File: src/rtl/lut_refill_pkg.sv
package lut_refill_pkg;

   typedef enum logic [2:0] {
      W_IDLE  = 3'd0,
      W_DREQ  = 3'd1,
      W_DWAIT = 3'd2,
      W_PREQ  = 3'd3,
      W_PWAIT = 3'd4,
      W_FAULT = 3'd5
   } walk_state_e;

   // event bit positions inside a walker's interrupt byte
   localparam int EV_FETCH = 0;
   localparam int EV_LAST  = 1;
   localparam int EV_RANGE = 2;
   localparam int EV_BUS   = 3;
   localparam int EV_W     = 4;

   // register word addresses
   localparam logic [3:0] RA_INFO  = 4'd0;
   localparam logic [3:0] RA_ISTAT = 4'd1;
   localparam logic [3:0] RA_IEN   = 4'd2;
   localparam logic [1:0] RG_DESC  = 2'd1;
   localparam logic [1:0] RG_STAT  = 2'd2;

   localparam logic [7:0] IEN_RESET = 8'h7E;
   localparam int         MAX_ENG   = 4;

endpackage

File: src/rtl/lut_refill_walker.sv
module lut_refill_walker
   import lut_refill_pkg::*;
#(
   parameter int ADDR_W  = 32,
   parameter int LUT_W   = 256,
   parameter int LUT_H   = 128,
   parameter int NUM_LUT = 2,
   parameter int XW      = 8,
   parameter int YW      = 7,
   parameter int LIDW    = 1
) (
   input  logic              clk,
   input  logic              rst_n,
   input  logic              start_i,
   input  logic              abort_i,
   input  logic [31:0]       start_addr_i,
   output logic              want_o,
   output logic [ADDR_W-1:0] addr_o,
   input  logic              grant_i,
   input  logic              rvalid_i,
   input  logic [31:0]       rdata_i,
   input  logic              rerr_i,
   output logic              ready_o,
   output logic              fault_o,
   output logic [EV_W-1:0]   ev_o,
   output logic              lut_we_o,
   output logic [LIDW-1:0]   lut_id_o,
   output logic [XW-1:0]     lut_x_o,
   output logic [YW-1:0]     lut_y_o,
   output logic [31:0]       lut_data_o
);

   localparam logic [31:0] LW = 32'(LUT_W);
   localparam logic [31:0] LH = 32'(LUT_H);
   localparam logic [31:0] LN = 32'(NUM_LUT);

   walk_state_e       state;
   logic [ADDR_W-5:0] ptr_q;
   logic [1:0]        widx_q;
   logic [31:0]       nxt_q, area_q, ctrl_q;
   logic [ADDR_W-1:0] daddr_q;
   logic [7:0]        cx_q, cy_q;
   logic              fault_q;
   logic [EV_W-1:0]   ev_q;

   logic [7:0] ax0, ay0, ax1, ay1;
   logic       area_bad, chain_end, row_end, col_end;

   assign ax0 = area_q[7:0];
   assign ay0 = area_q[15:8];
   assign ax1 = area_q[23:16];
   assign ay1 = area_q[31:24];

   assign area_bad = (ax0 > ax1) || (ay0 > ay1) ||
                     ({24'd0, ax1} >= LW) || ({24'd0, ay1} >= LH) ||
                     ({27'd0, ctrl_q[12:8]} >= LN);
   assign chain_end = (nxt_q[31:4] == 28'd0);
   assign col_end   = (cx_q == ax1);
   assign row_end   = (cy_q == ay1);

   always_ff @(posedge clk or negedge rst_n) begin
      if (!rst_n) begin
         state   <= W_IDLE;
         ptr_q   <= '0;
         widx_q  <= '0;
         nxt_q   <= '0;
         area_q  <= '0;
         ctrl_q  <= '0;
         daddr_q <= '0;
         cx_q    <= '0;
         cy_q    <= '0;
         fault_q <= 1'b0;
         ev_q    <= '0;
      end else begin
         ev_q <= '0;
         if (abort_i) begin
            state   <= W_IDLE;
            fault_q <= 1'b0;
         end else begin
            case (state)
               W_IDLE: begin
                  if (start_i && !fault_q) begin
                     ptr_q  <= start_addr_i[ADDR_W-1:4];
                     widx_q <= 2'd0;
                     state  <= W_DREQ;
                  end
               end
               W_DREQ: if (grant_i) state <= W_DWAIT;
               W_DWAIT: begin
                  if (rvalid_i) begin
                     if (rerr_i) begin
                        fault_q      <= 1'b1;
                        ev_q[EV_BUS] <= 1'b1;
                        state        <= W_FAULT;
                     end else begin
                        case (widx_q)
                           2'd0: nxt_q  <= rdata_i;
                           2'd1: area_q <= rdata_i;
                           2'd2: ctrl_q <= rdata_i;
                           default: ;
                        endcase
                        if (widx_q == 2'd3) begin
                           ev_q[EV_FETCH] <= 1'b1;
                           if (area_bad) begin
                              fault_q        <= 1'b1;
                              ev_q[EV_RANGE] <= 1'b1;
                              state          <= W_FAULT;
                           end else if (!ctrl_q[0]) begin
                              if (chain_end) begin
                                 ev_q[EV_LAST] <= 1'b1;
                                 state         <= W_IDLE;
                              end else begin
                                 ptr_q  <= nxt_q[ADDR_W-1:4];
                                 widx_q <= 2'd0;
                                 state  <= W_DREQ;
                              end
                           end else begin
                              cx_q    <= ax0;
                              cy_q    <= ay0;
                              daddr_q <= {rdata_i[ADDR_W-1:4], 4'h0};
                              state   <= W_PREQ;
                           end
                        end else begin
                           widx_q <= widx_q + 2'd1;
                           state  <= W_DREQ;
                        end
                     end
                  end
               end
               W_PREQ: if (grant_i) state <= W_PWAIT;
               W_PWAIT: begin
                  if (rvalid_i) begin
                     if (rerr_i) begin
                        fault_q      <= 1'b1;
                        ev_q[EV_BUS] <= 1'b1;
                        state        <= W_FAULT;
                     end else begin
                        daddr_q <= daddr_q + ADDR_W'(4);
                        state   <= W_PREQ;
                        if (col_end) begin
                           cx_q <= ax0;
                           cy_q <= cy_q + 8'd1;
                           if (row_end) begin
                              if (chain_end) begin
                                 ev_q[EV_LAST] <= 1'b1;
                                 state         <= W_IDLE;
                              end else begin
                                 ptr_q  <= nxt_q[ADDR_W-1:4];
                                 widx_q <= 2'd0;
                                 state  <= W_DREQ;
                              end
                           end
                        end else begin
                           cx_q <= cx_q + 8'd1;
                        end
                     end
                  end
               end
               default: ;
            endcase
         end
      end
   end

   assign want_o     = (state == W_DREQ) || (state == W_PREQ);
   assign addr_o     = (state == W_DREQ) ? {ptr_q, widx_q, 2'b00} : daddr_q;
   assign ready_o    = (state == W_IDLE) && !fault_q;
   assign fault_o    = fault_q;
   assign ev_o       = ev_q;
   assign lut_we_o   = (state == W_PWAIT) && rvalid_i && !rerr_i;
   assign lut_id_o   = ctrl_q[8 +: LIDW];
   assign lut_x_o    = cx_q[XW-1:0];
   assign lut_y_o    = cy_q[YW-1:0];
   assign lut_data_o = rdata_i;

endmodule

File: src/rtl/lut_refill_arb.sv
module lut_refill_arb #(
   parameter int N      = 2,
   parameter int ADDR_W = 32
) (
   input  logic                      clk,
   input  logic                      rst_n,
   input  logic [N-1:0]              want_i,
   input  logic [N-1:0][ADDR_W-1:0]  addr_i,
   input  logic                      mem_rvalid_i,
   output logic [N-1:0]              grant_o,
   output logic [N-1:0]              resp_o,
   output logic                      mem_req_o,
   output logic [ADDR_W-1:0]         mem_addr_o
);

   logic [N-1:0] own_q;
   logic         busy;

   assign busy = |own_q;

   // fixed priority, lowest index first, only when the port is free
   always_comb begin
      grant_o    = '0;
      mem_addr_o = '0;
      if (!busy) begin
         for (int i = N - 1; i >= 0; i--) begin
            if (want_i[i]) begin
               grant_o    = '0;
               grant_o[i] = 1'b1;
               mem_addr_o = addr_i[i];
            end
         end
      end
   end

   assign mem_req_o = |grant_o;
   assign resp_o    = own_q & {N{mem_rvalid_i}};

   always_ff @(posedge clk or negedge rst_n) begin
      if (!rst_n)              own_q <= '0;
      else if (mem_req_o)      own_q <= grant_o;
      else if (mem_rvalid_i)   own_q <= '0;
   end

endmodule

File: src/rtl/lut_refill_irq.sv
module lut_refill_irq
   import lut_refill_pkg::*;
#(
   parameter int N = 2
) (
   input  logic                     clk,
   input  logic                     rst_n,
   input  logic [N-1:0][EV_W-1:0]   ev_i,
   input  logic                     clr_we_i,
   input  logic                     en_we_i,
   input  logic [31:0]              wdata_i,
   output logic [31:0]              stat_o,
   output logic [31:0]              en_o,
   output logic                     irq_o
);

   generate
      for (genvar n = 0; n < MAX_ENG; n++) begin : g_fld
         if (n < N) begin : g_on
            logic [EV_W-1:0] st_q;
            logic [7:0]      en_q;
            always_ff @(posedge clk or negedge rst_n) begin
               if (!rst_n) begin
                  st_q <= '0;
                  en_q <= IEN_RESET;
               end else begin
                  st_q <= (clr_we_i ? (st_q & ~wdata_i[8*n +: EV_W]) : st_q) | ev_i[n];
                  if (en_we_i) en_q <= wdata_i[8*n +: 8];
               end
            end
            assign stat_o[8*n +: 8] = {{(8-EV_W){1'b0}}, st_q};
            assign en_o[8*n +: 8]   = en_q;
         end else begin : g_off
            assign stat_o[8*n +: 8] = 8'h00;
            assign en_o[8*n +: 8]   = 8'h00;
         end
      end
   endgenerate

   assign irq_o = |(stat_o & en_o);

endmodule

File: src/rtl/lut_refill_dma.sv
module lut_refill_dma
   import lut_refill_pkg::*;
#(
   parameter int NUM_ENG = 2,
   parameter int NUM_LUT = 2,
   parameter int LUT_W   = 256,
   parameter int LUT_H   = 128,
   parameter int ADDR_W  = 32,
   localparam int XW     = (LUT_W > 1) ? $clog2(LUT_W) : 1,
   localparam int YW     = (LUT_H > 1) ? $clog2(LUT_H) : 1,
   localparam int LIDW   = (NUM_LUT > 1) ? $clog2(NUM_LUT) : 1
) (
   input  logic              clk,
   input  logic              rst_n,
   input  logic              cfg_we,
   input  logic [3:0]        cfg_addr,
   input  logic [31:0]       cfg_wdata,
   output logic [31:0]       cfg_rdata,
   output logic              mem_req,
   output logic [ADDR_W-1:0] mem_addr,
   input  logic              mem_rvalid,
   input  logic [31:0]       mem_rdata,
   input  logic              mem_rerr,
   output logic              lut_we,
   output logic [LIDW-1:0]   lut_sel,
   output logic [XW-1:0]     lut_x,
   output logic [YW-1:0]     lut_y,
   output logic [31:0]       lut_data,
   output logic              irq
);

   generate
      if (NUM_ENG < 1 || NUM_ENG > MAX_ENG) begin : g_bad_eng
         $error("NUM_ENG must be 1..4");
      end
      if (NUM_LUT < 1 || NUM_LUT > 31) begin : g_bad_lut
         $error("NUM_LUT must be 1..31");
      end
      if (XW > 8 || YW > 8) begin : g_bad_geom
         $error("table geometry exceeds 8-bit coordinates");
      end
      if (ADDR_W < 8 || ADDR_W > 32) begin : g_bad_aw
         $error("ADDR_W must be 8..32");
      end
   endgenerate

   localparam logic [31:0] HWINFO = {3'b0, 5'(NUM_ENG), 3'b0, 5'(NUM_LUT), 16'h0};

   logic [NUM_ENG-1:0]             want, grant, resp, start, abort;
   logic [NUM_ENG-1:0]             eng_ready, eng_fault, eng_we;
   logic [NUM_ENG-1:0][ADDR_W-1:0] eng_addr;
   logic [NUM_ENG-1:0][EV_W-1:0]   eng_ev;
   logic [NUM_ENG-1:0][LIDW-1:0]   eng_id;
   logic [NUM_ENG-1:0][XW-1:0]     eng_x;
   logic [NUM_ENG-1:0][YW-1:0]     eng_y;
   logic [NUM_ENG-1:0][31:0]       eng_data;
   logic [NUM_ENG-1:0][31:0]       desc_q;
   logic [31:0]                    irq_stat, irq_en;

   generate
      for (genvar n = 0; n < NUM_ENG; n++) begin : g_eng
         logic wr_desc;
         assign wr_desc  = cfg_we && (cfg_addr == {RG_DESC, 2'(n)});
         assign start[n] = wr_desc && (cfg_wdata != 32'd0);
         assign abort[n] = wr_desc && (cfg_wdata == 32'd0);

         always_ff @(posedge clk or negedge rst_n) begin
            if (!rst_n)       desc_q[n] <= '0;
            else if (wr_desc) desc_q[n] <= cfg_wdata;
         end

         lut_refill_walker #(
            .ADDR_W(ADDR_W), .LUT_W(LUT_W), .LUT_H(LUT_H), .NUM_LUT(NUM_LUT),
            .XW(XW), .YW(YW), .LIDW(LIDW)
         ) u_walk (
            .clk(clk), .rst_n(rst_n),
            .start_i(start[n]), .abort_i(abort[n]), .start_addr_i(cfg_wdata),
            .want_o(want[n]), .addr_o(eng_addr[n]), .grant_i(grant[n]),
            .rvalid_i(resp[n]), .rdata_i(mem_rdata), .rerr_i(mem_rerr),
            .ready_o(eng_ready[n]), .fault_o(eng_fault[n]), .ev_o(eng_ev[n]),
            .lut_we_o(eng_we[n]), .lut_id_o(eng_id[n]), .lut_x_o(eng_x[n]),
            .lut_y_o(eng_y[n]), .lut_data_o(eng_data[n])
         );
      end
   endgenerate

   lut_refill_arb #(.N(NUM_ENG), .ADDR_W(ADDR_W)) u_arb (
      .clk(clk), .rst_n(rst_n), .want_i(want), .addr_i(eng_addr),
      .mem_rvalid_i(mem_rvalid), .grant_o(grant), .resp_o(resp),
      .mem_req_o(mem_req), .mem_addr_o(mem_addr)
   );

   lut_refill_irq #(.N(NUM_ENG)) u_irq (
      .clk(clk), .rst_n(rst_n), .ev_i(eng_ev),
      .clr_we_i(cfg_we && cfg_addr == RA_ISTAT),
      .en_we_i(cfg_we && cfg_addr == RA_IEN),
      .wdata_i(cfg_wdata), .stat_o(irq_stat), .en_o(irq_en), .irq_o(irq)
   );

   // one response at a time, so at most one walker writes per cycle
   always_comb begin
      lut_we   = 1'b0;
      lut_sel  = '0;
      lut_x    = '0;
      lut_y    = '0;
      lut_data = '0;
      for (int n = 0; n < NUM_ENG; n++) begin
         if (eng_we[n]) begin
            lut_we   = 1'b1;
            lut_sel  = eng_id[n];
            lut_x    = eng_x[n];
            lut_y    = eng_y[n];
            lut_data = eng_data[n];
         end
      end
   end

   always_comb begin
      cfg_rdata = 32'd0;
      if (cfg_addr == RA_INFO)       cfg_rdata = HWINFO;
      else if (cfg_addr == RA_ISTAT) cfg_rdata = irq_stat;
      else if (cfg_addr == RA_IEN)   cfg_rdata = irq_en;
      else begin
         for (int n = 0; n < NUM_ENG; n++) begin
            if (cfg_addr == {RG_DESC, 2'(n)}) cfg_rdata = desc_q[n];
            if (cfg_addr == {RG_STAT, 2'(n)}) cfg_rdata = {30'd0, eng_fault[n], eng_ready[n]};
         end
      end
   end

endmodule

File: config.mk
export PLATFORM = sky130hd
export DESIGN_NAME = lut_refill_dma
export DESIGN_NICKNAME = d
export VERILOG_FILES = /design/src/rtl/lut_refill_pkg.sv /design/src/rtl/lut_refill_walker.sv /design/src/rtl/lut_refill_arb.sv /design/src/rtl/lut_refill_irq.sv /design/src/rtl/lut_refill_dma.sv
export SDC_FILE = /design/constraint.sdc
export NUM_CORES = 1
export LEC_CHECK = 0
export ABC_AREA = 1
export BUFFER_PORTS_ARGS = -buffer_cell sky130_fd_sc_hd__buf_4
export CELL_PAD_IN_SITES_DETAIL_PLACEMENT = 1
export CELL_PAD_IN_SITES_GLOBAL_PLACEMENT = 1
export CORE_AREA = 2 2 241 243
export DETAILED_ROUTE_END_ITERATION = 8
export DIE_AREA = 0 0 243 245
export PLACE_DENSITY = 0.82
export SETUP_SLACK_MARGIN = 0.15
export SLEW_MARGIN = 5
export SYNTH_ARGS = -nofsm -noshare
export SYNTH_HDL_FRONTEND = slang
export SYNTH_SLANG_ARGS = --single-unit
export TNS_END_PERCENT = 20
File: constraint.sdc
create_clock -name clk -period 3.2 [get_ports clk]
set_clock_uncertainty 0.15 [all_clocks]
set_input_delay 0.16 -clock clk [delete_from_list [all_inputs] [get_ports clk]]
set_output_delay 0.16 -clock clk [all_outputs]
set_load 0.1 [all_outputs]
==> results.yml, run 1 <==
worst_setup_path:
  slowest_delay_ns: 0.44
  critPathCapture: "mem_addr[27]"
  crit_start: "g_eng[1].u_walk.state[2]"
  rrSetupSlack_ns: 0.25
  path_max_fanout: 61
  cp-end-kind: "primary output"
  cpMostUsedCell: "nand2_1"
  timing.rr.start: "g_eng[0].u_walk.area_q[23]"
  cp_cell_sequence: "inv_1 -> nand2_1 -> nor2_4 -> buf_12 -> nand2_1 -> o21ai_0 -> nand2_1 -> o21ai_0 -> buf_4 -> buf_4"
  crit_type: "reg -> out"
  reg2reg_to: "g_eng[0].u_walk.ptr_q[12]"
  critPathLaunchType: "flip-flop"
  crit_arrival_ns: 2.69
  reg2regPathDepth: 12
  cp.required_ns: 2.89
  cp_slowest_cell: "dfrtp_1"
finish:
  finalNonFillerCells: 4144
  final_nets: 3462
  drive_above_1_share_pct: 11.63
  syn2layout_area_growth_pct: 19.84
  stdcell_area_sq_um: 27110
  nFillCells: 7237
  final_util_pct: 47.53
pwr:
  switching_share_pct: 28.00
  power.leakage_nw: 13.51
  switchingPower_w: 0.003471
  power_frac_seq_pct: 45.1
  vdd.ir_drop.worst_mv: 0.3695
  power.internal_w: 0.008924
  p_per_area_nw_per_um2: 457.3
  power_frac_clock_pct: 44.8
  pwr-share-comb_pct: 10.1
global_routing:
  grt_util_all_layers_pct: 30.68
  antenna_found_initial: 7
  grt_pass1_wl_mm: 140.4
  grt_pass1_vias: 23467
  grt_overflow: 0
  grt_max_degree: 80
timing:
  hold_ws_ns: -0.02317
  worstMarginPinSlew_ns: 0.9509
  timing.slew.headroom_pct: 36.53
  hold_viol: 6
  max_freq_mhz: 333.4
  rsz0062_at_grt: "true"
  layout_min_cycle_time_ns: 3.000
  setup_viol: 0
  slew_violations: 0
  post-route-period-util_pct: 93.74
  timing.setup.tns_ns: 0
logic_synthesis:
  ys_ff_latch: 390
  syn_inst: 3154
  yosys_warnings: 0
  async_flop_share_pct: 100.0
  synth_area_sq_um: 22620
  ys.flop_type: "dfrtp_1"
  synth-edff-count: 0
  synthTopCellsByCount: "923 x nand2_1, 533 x o21ai_0, 378 x dfrtp_1, 338 x inv_1, 240 x nor2_1"
  synth.distinct_cells: 51
  synth_most_common_cell: "nand2_1"
  yosysTopAreaCell: "dfrtp_1"
  synthTopCellsByArea: "dfrtp_1 42%, nand2_1 15%, o21ai_0 12%"
  synth_top_area_share_pct: 41.82
  seq_area_frac_synth_pct: 43.21
  synth_area_per_cell_sq_um: 7.172
status:
  failed_checks: "hold timing"
  status: "finished, violations left"
clocking:
  cts_buffer_depth: 3
  cts_root_buffer: "clkbuf_16"
  numCtsBuffers: 46
  clk_latency_ns: 0.62
  cts_sinks: 390
  htreeDepth: 2
  path_clk_slew_ns: 0.06
  cts_tree: "built"
floorplanning:
  die_h_um: 245
  dieArea_sq_um: 59540
  coreArea_sq_um: 57030
  initial_utilization_pct: 39.66
  rows: 88
  die_x_um: 243
  ios: 188
placed_design:
  dp_hpwl_mm: 65.77
  port-buffer-count: 185
  dpl_cell_area_sq_um: 24810
  finalWeightedCongestion: 0.9739
  dpl.cell_count: 4006
route:
  vias: 22944
  wire_per_inst_um: 22.33
  via_per_inst: 5.537
  first_pass_iters: 5
  routed_wl_mm: 92.55
  drt-initial-drc-count: 1826
  ant_nets: 0
  drc_errors: 0
run:
  maxCapViolCount: 0
min_path:
  min_path_type: "in -> async"
## state kept, by name (all words and copies together) (netlist names), 12 cells and up
| name | cells |
|---|---|
| u_irq.g_fld.g_on.en_q | 16 |
| g_eng.u_walk.daddr_q | 60 |
| g_eng.u_walk.area_q | 64 |
| g_eng.u_walk.lut_x_o | 16 |
| g_eng.u_walk.cy_q | 16 |
| g_eng.u_walk.ptr_q | 56 |
| g_eng.u_walk.nxt_q | 56 |
| desc_q | 64 |
| g_eng.u_walk.ctrl_q | 12 |
## metal layers
metal / up-vias / share of wire [%] / track usage [%]
met2: 767 / 48 / 51.26
met5: - / 0 / 0
met4: 0 / 5.6 / 15.41
met3: 230 / 5.8 / 4.056
li1: 10597 / - / -
met1: 11350 / 41 / 39.14
## power by group through the flow
stage	Clock, W	Combinational (W)	Sequential (W)
global placement	0	0.00113	0.00564
detailed placement	0	0.00118	0.00565
CTS	0.00560	0.00124	0.00558
floorplan	0	0.000684	0.00557
global route	0.00583	0.00136	0.00562
finish	0.00555	0.00126	0.00558
## logic make-up after synthesis
group | synth area share, %
simple gates | 26.83
compound gates | 15.99
buf+inv | 9.083
flops | 43.21
xor+xnor | 2.323
fa+ha+maj | 2.545
other cells | 0.01658
## per-stage QoR
stage	worst slack, ns	total power (W)
floorplan	-0.5957	0.006250
global placement	0.3392	0.006766
detailed placement	0.2158	0.006832
CTS	0.01554	0.01242
global route	0.02838	0.01281
finish	0.2003	0.01240
## layout by cell type, fill, tap and decap left out, types with 3 or more instances in the layout
cell	count
a21oi_1	74
a31oi_1	8
buf_12	12
buf_4	202
buf_6	24
bufinv_16	4
clkbuf_1	6
clkbuf_16	46
clkbuf_8	12
clkinv_2	13
dfrtp_1	376
dfstp_2	12
dlygate4sd3_1	53
ha_1	46
inv_1	337
inv_2	12
nand2_1	921
nand2_2	12
nand3_1	112
nand3_2	3
nand4_1	91
nor2_1	234
nor2_2	11
nor2_4	6
nor3_1	48
nor3b_1	5
nor4_1	4
o2111ai_1	6
o211ai_1	12
o21a_1	5
o21ai_0	515
o21ai_1	52
o21ai_2	4
o31ai_1	5
xnor2_1	8
xor2_1	52
## timing repair
item / in CTS / in global routing
endpoints found under the setup margin: 55 / 198
gates resized for setup: 12 / 48
setup buffers: 0 / 1
endpoints found under the hold margin: 405 / 0
pin swaps: 0 / 1
hold buffers: 53 / 0
## worst min-delay path by stage
stage | from | end | slack [ns] | cells past startpoint
2_1_floorplan | rst_n | desc_q[0] | -0.29 | 0
3_3_place_gp | rst_n | g_eng[1].u_walk.area_q[27] | 0.07 | 1
3_5_place_dp | rst_n | g_eng[1].u_walk.area_q[30] | 0.07 | 1
4_1_cts | mem_rdata[4] | g_eng[0].u_walk.area_q[4] | 0.008 | 3
5_1_grt | mem_rdata[30] | g_eng[0].u_walk.nxt_q[30] | 0.01 | 3
6_report | rst_n | g_eng[1].u_walk.area_q[10] | -0.02 | 2
## final cells by class
cell class | count | area [sq um] | share of cell area [%]
Clock inverter | 21 | 272.8 | 1.006
Sequential cell | 390 | 9777 | 36.07
Multi-Input combinational cell | 2259 | 10860 | 40.05
Inverter | 352 | 1329 | 4.902
Timing Repair Buffer | 294 | 2600 | 9.592
Antenna cell | 1 | 2.502 | 0.009232
Clock buffer | 62 | 1311 | 4.838
Tap cell | 765 | 957.2 | 3.531
## critical path, delay by kind of cell, from the launching register on
| family | cells | cell delay [ns] |
|---|---|---|
| DFF | 1 | 0.44 |
| buffers and inverters | 4 | 0.83 |
| and+or+nand+nor | 4 | 0.55 |
| AOI/OAI and AO/OA | 2 | 0.23 |
No activity file was read; power rests on OpenSTA's default activity.
==> run 2: changes to the inputs <==
- CORE_AREA: 2 2 241 243 -> 2 2 230 232
- DIE_AREA: 0 0 243 245 -> 0 0 232 234
- PLACE_DENSITY: 0.82 -> 0.88
==> results.yml, run 2 (same netlist as run 1, synthesis figures left out) <==
status:
  status: "finished, final reports clean"
floorplanning:
  initial_utilization_pct: 43.48
  dieArea_sq_um: 54290
  ios: 188
  rows: 84
  die_x_um: 232
  die_h_um: 234
  coreArea_sq_um: 52020
clocking:
  htreeDepth: 2
  cts_root_buffer: "clkbuf_16"
  cts_buffer_depth: 3
  numCtsBuffers: 45
  clk_latency_ns: 0.61
  cts_tree: "built"
  path_clk_slew_ns: 0.06
  postCtsSetupBuffers: 0
  cts_sinks: 390
run:
  maxCapViolCount: 0
route:
  routed_wl_mm: 96.58
  wire_per_inst_um: 23.75
  vias: 23828
  via_per_inst: 5.860
  first_pass_iters: 5
  ant_nets: 0
  drt-initial-drc-count: 2305
  drc_errors: 0
pwr:
  switching_share_pct: 28.06
  p_per_area_nw_per_um2: 450.6
  power_frac_seq_pct: 46.0
  power.leakage_nw: 13.45
  vdd.ir_drop.worst_mv: 0.3740
  power_w: 0.01215
  power.internal_w: 0.008744
  pwr-share-comb_pct: 10.4
  power_frac_clock_pct: 43.6
  switchingPower_w: 0.003410
finish:
  syn2layout_area_growth_pct: 19.25
  nFillCells: 6564
  mostFrequentLayoutCell: "nand2_1"
  final_nets: 3459
  finalNonFillerCells: 4066
  drive_above_1_share_pct: 11.55
  final_cell_mix: "921 x nand2_1, 505 x o21ai_0, 375 x dfrtp_1"
  final_util_pct: 51.85
  reg_top3: "desc_q: 64 flops, g_eng.u_walk.area_q: 64 flops, g_eng.u_walk.daddr_q: 60 flops"
timing:
  fin_ws_ns: 0.1924
  slew_violations: 0
  timing.slew.headroom_pct: 41.02
  hold_viol: 0
  max_freq_mhz: 332.5
  layout_min_cycle_time_ns: 3.008
  rsz0062_at_grt: "true"
  worstMarginPinSlew_ns: 0.8838
  post-route-period-util_pct: 93.99
  hold_ws_ns: 0.01110
  setup_viol: 0
global_routing:
  grt_overflow: 0
  antenna_found_initial: 6
  grt_pass1_wl_mm: 146.6
  grt_util_all_layers_pct: 35.49
  grt_pass1_vias: 24386
  grt_max_degree: 92
placed_design:
  pre_cts_slack_ns: 0.3312
  port-buffer-count: 185
  finalWeightedCongestion: 0.9576
  dp_hpwl_mm: 68.39
  dpl.cell_count: 3928
worst_setup_path:
  cp.required_ns: 2.89
  crit_type: "reg -> out"
  crit_arrival_ns: 2.70
  path_max_fanout: 29
  critPathLaunchType: "flip-flop"
  cp-end-kind: "primary output"
min_path:
  min_path_type: "in -> reg"
[run 2: changes by cell type in the layout (fill, tap and decap cells not counted), moves of 5 or more]
cell      delta
clkbuf_1    +11
buf_4       -20
nor2_1       -5
buf_6       +18
clkinv_2     -6
nor2_2       +5
o21ai_1      +8
o21ai_0     -10
[run 2: layout make-up]
type	instances	area, sq um	area share, %
clock buffer	70	1300	4.820
sequential	390	9778	36.25
tap	688	860.8	3.191
inverter	352	1331	4.936
antenna	2	5.005	0.01855
timing repair buffer	291	2650	9.825
multi-input combinational	2260	10880	40.34
clock inverter	13	166.4	0.6169
[run 2: path summary, 6_finish.rpt]
path / from / cells past startpoint / to / slack [ns]
setup / recovery: g_eng[0].u_walk.state[2] / 7 / mem_addr[14] / 0.19
hold / removal: mem_rdata[6] / 3 / g_eng[0].u_walk.nxt_q[6] / 0.01
setup reg to reg: g_eng[0].u_walk.area_q[23] / 12 / g_eng[0].u_walk.ptr_q[2] / 0.23
hold reg to reg: g_eng[1].u_walk.ev_o[2] / 2 / u_irq.g_fld[1].g_on.st_q[2] / 0.29
max in group asynchronous: rst_n / 3 / g_eng[0].u_walk.state[0] / 2.29
min in group asynchronous: rst_n / 2 / u_irq.g_fld[1].g_on.en_q[6] / 0.05
[run 2: critical path, stage by stage, from the launching register on]
cell     delay [ns]
dfrtp_2        0.47
inv_2          0.15
nand3_1        0.12
buf_4          0.25
o21ai_0        0.28
o21ai_0        0.17
o21ai_1        0.29
buf_4          0.35
[run 2: power by group through the flow]
| stage | Sequential, W | Clock, W | Combinational, W |
|---|---|---|---|
| after floorplan | 0.00557 | 0 | 0.000684 |
| after global placement | 0.00563 | 0 | 0.00110 |
| after detailed placement | 0.00565 | 0 | 0.00117 |
| after CTS | 0.00557 | 0.00534 | 0.00124 |
| after global routing | 0.00562 | 0.00556 | 0.00137 |
| final | 0.00559 | 0.00530 | 0.00126 |
[run 2: timing repair]
action / CTS / global route
gates resized for setup: 24 / 79
cloned: 0 / 1
endpoints found under the hold margin: 546 / 0
setup endpoints to repair: 74 / 130
hold buffers: 52 / 0
[run 2: per-stage QoR]
stage / setup TNS [ns] / instance area (sq um)
after floorplan: -16.38 / 22620
after global placement: 0 / 24680
after detailed placement: 0 / 24680
after CTS: 0 / 26740
after global routing: 0 / 26970
final: 0 / 26970
[run 2: routing by layer]
metal / vias to the layer above / routed length, um / track usage (%)
met1: 12008 / 39740 / 45.72
li1: 10597 / - / -
met3: 252 / 7288 / 6.931
met4: 0 / 4652 / 16.65
met5: - / 0 / 0
met2: 971 / 44900 / 57.64
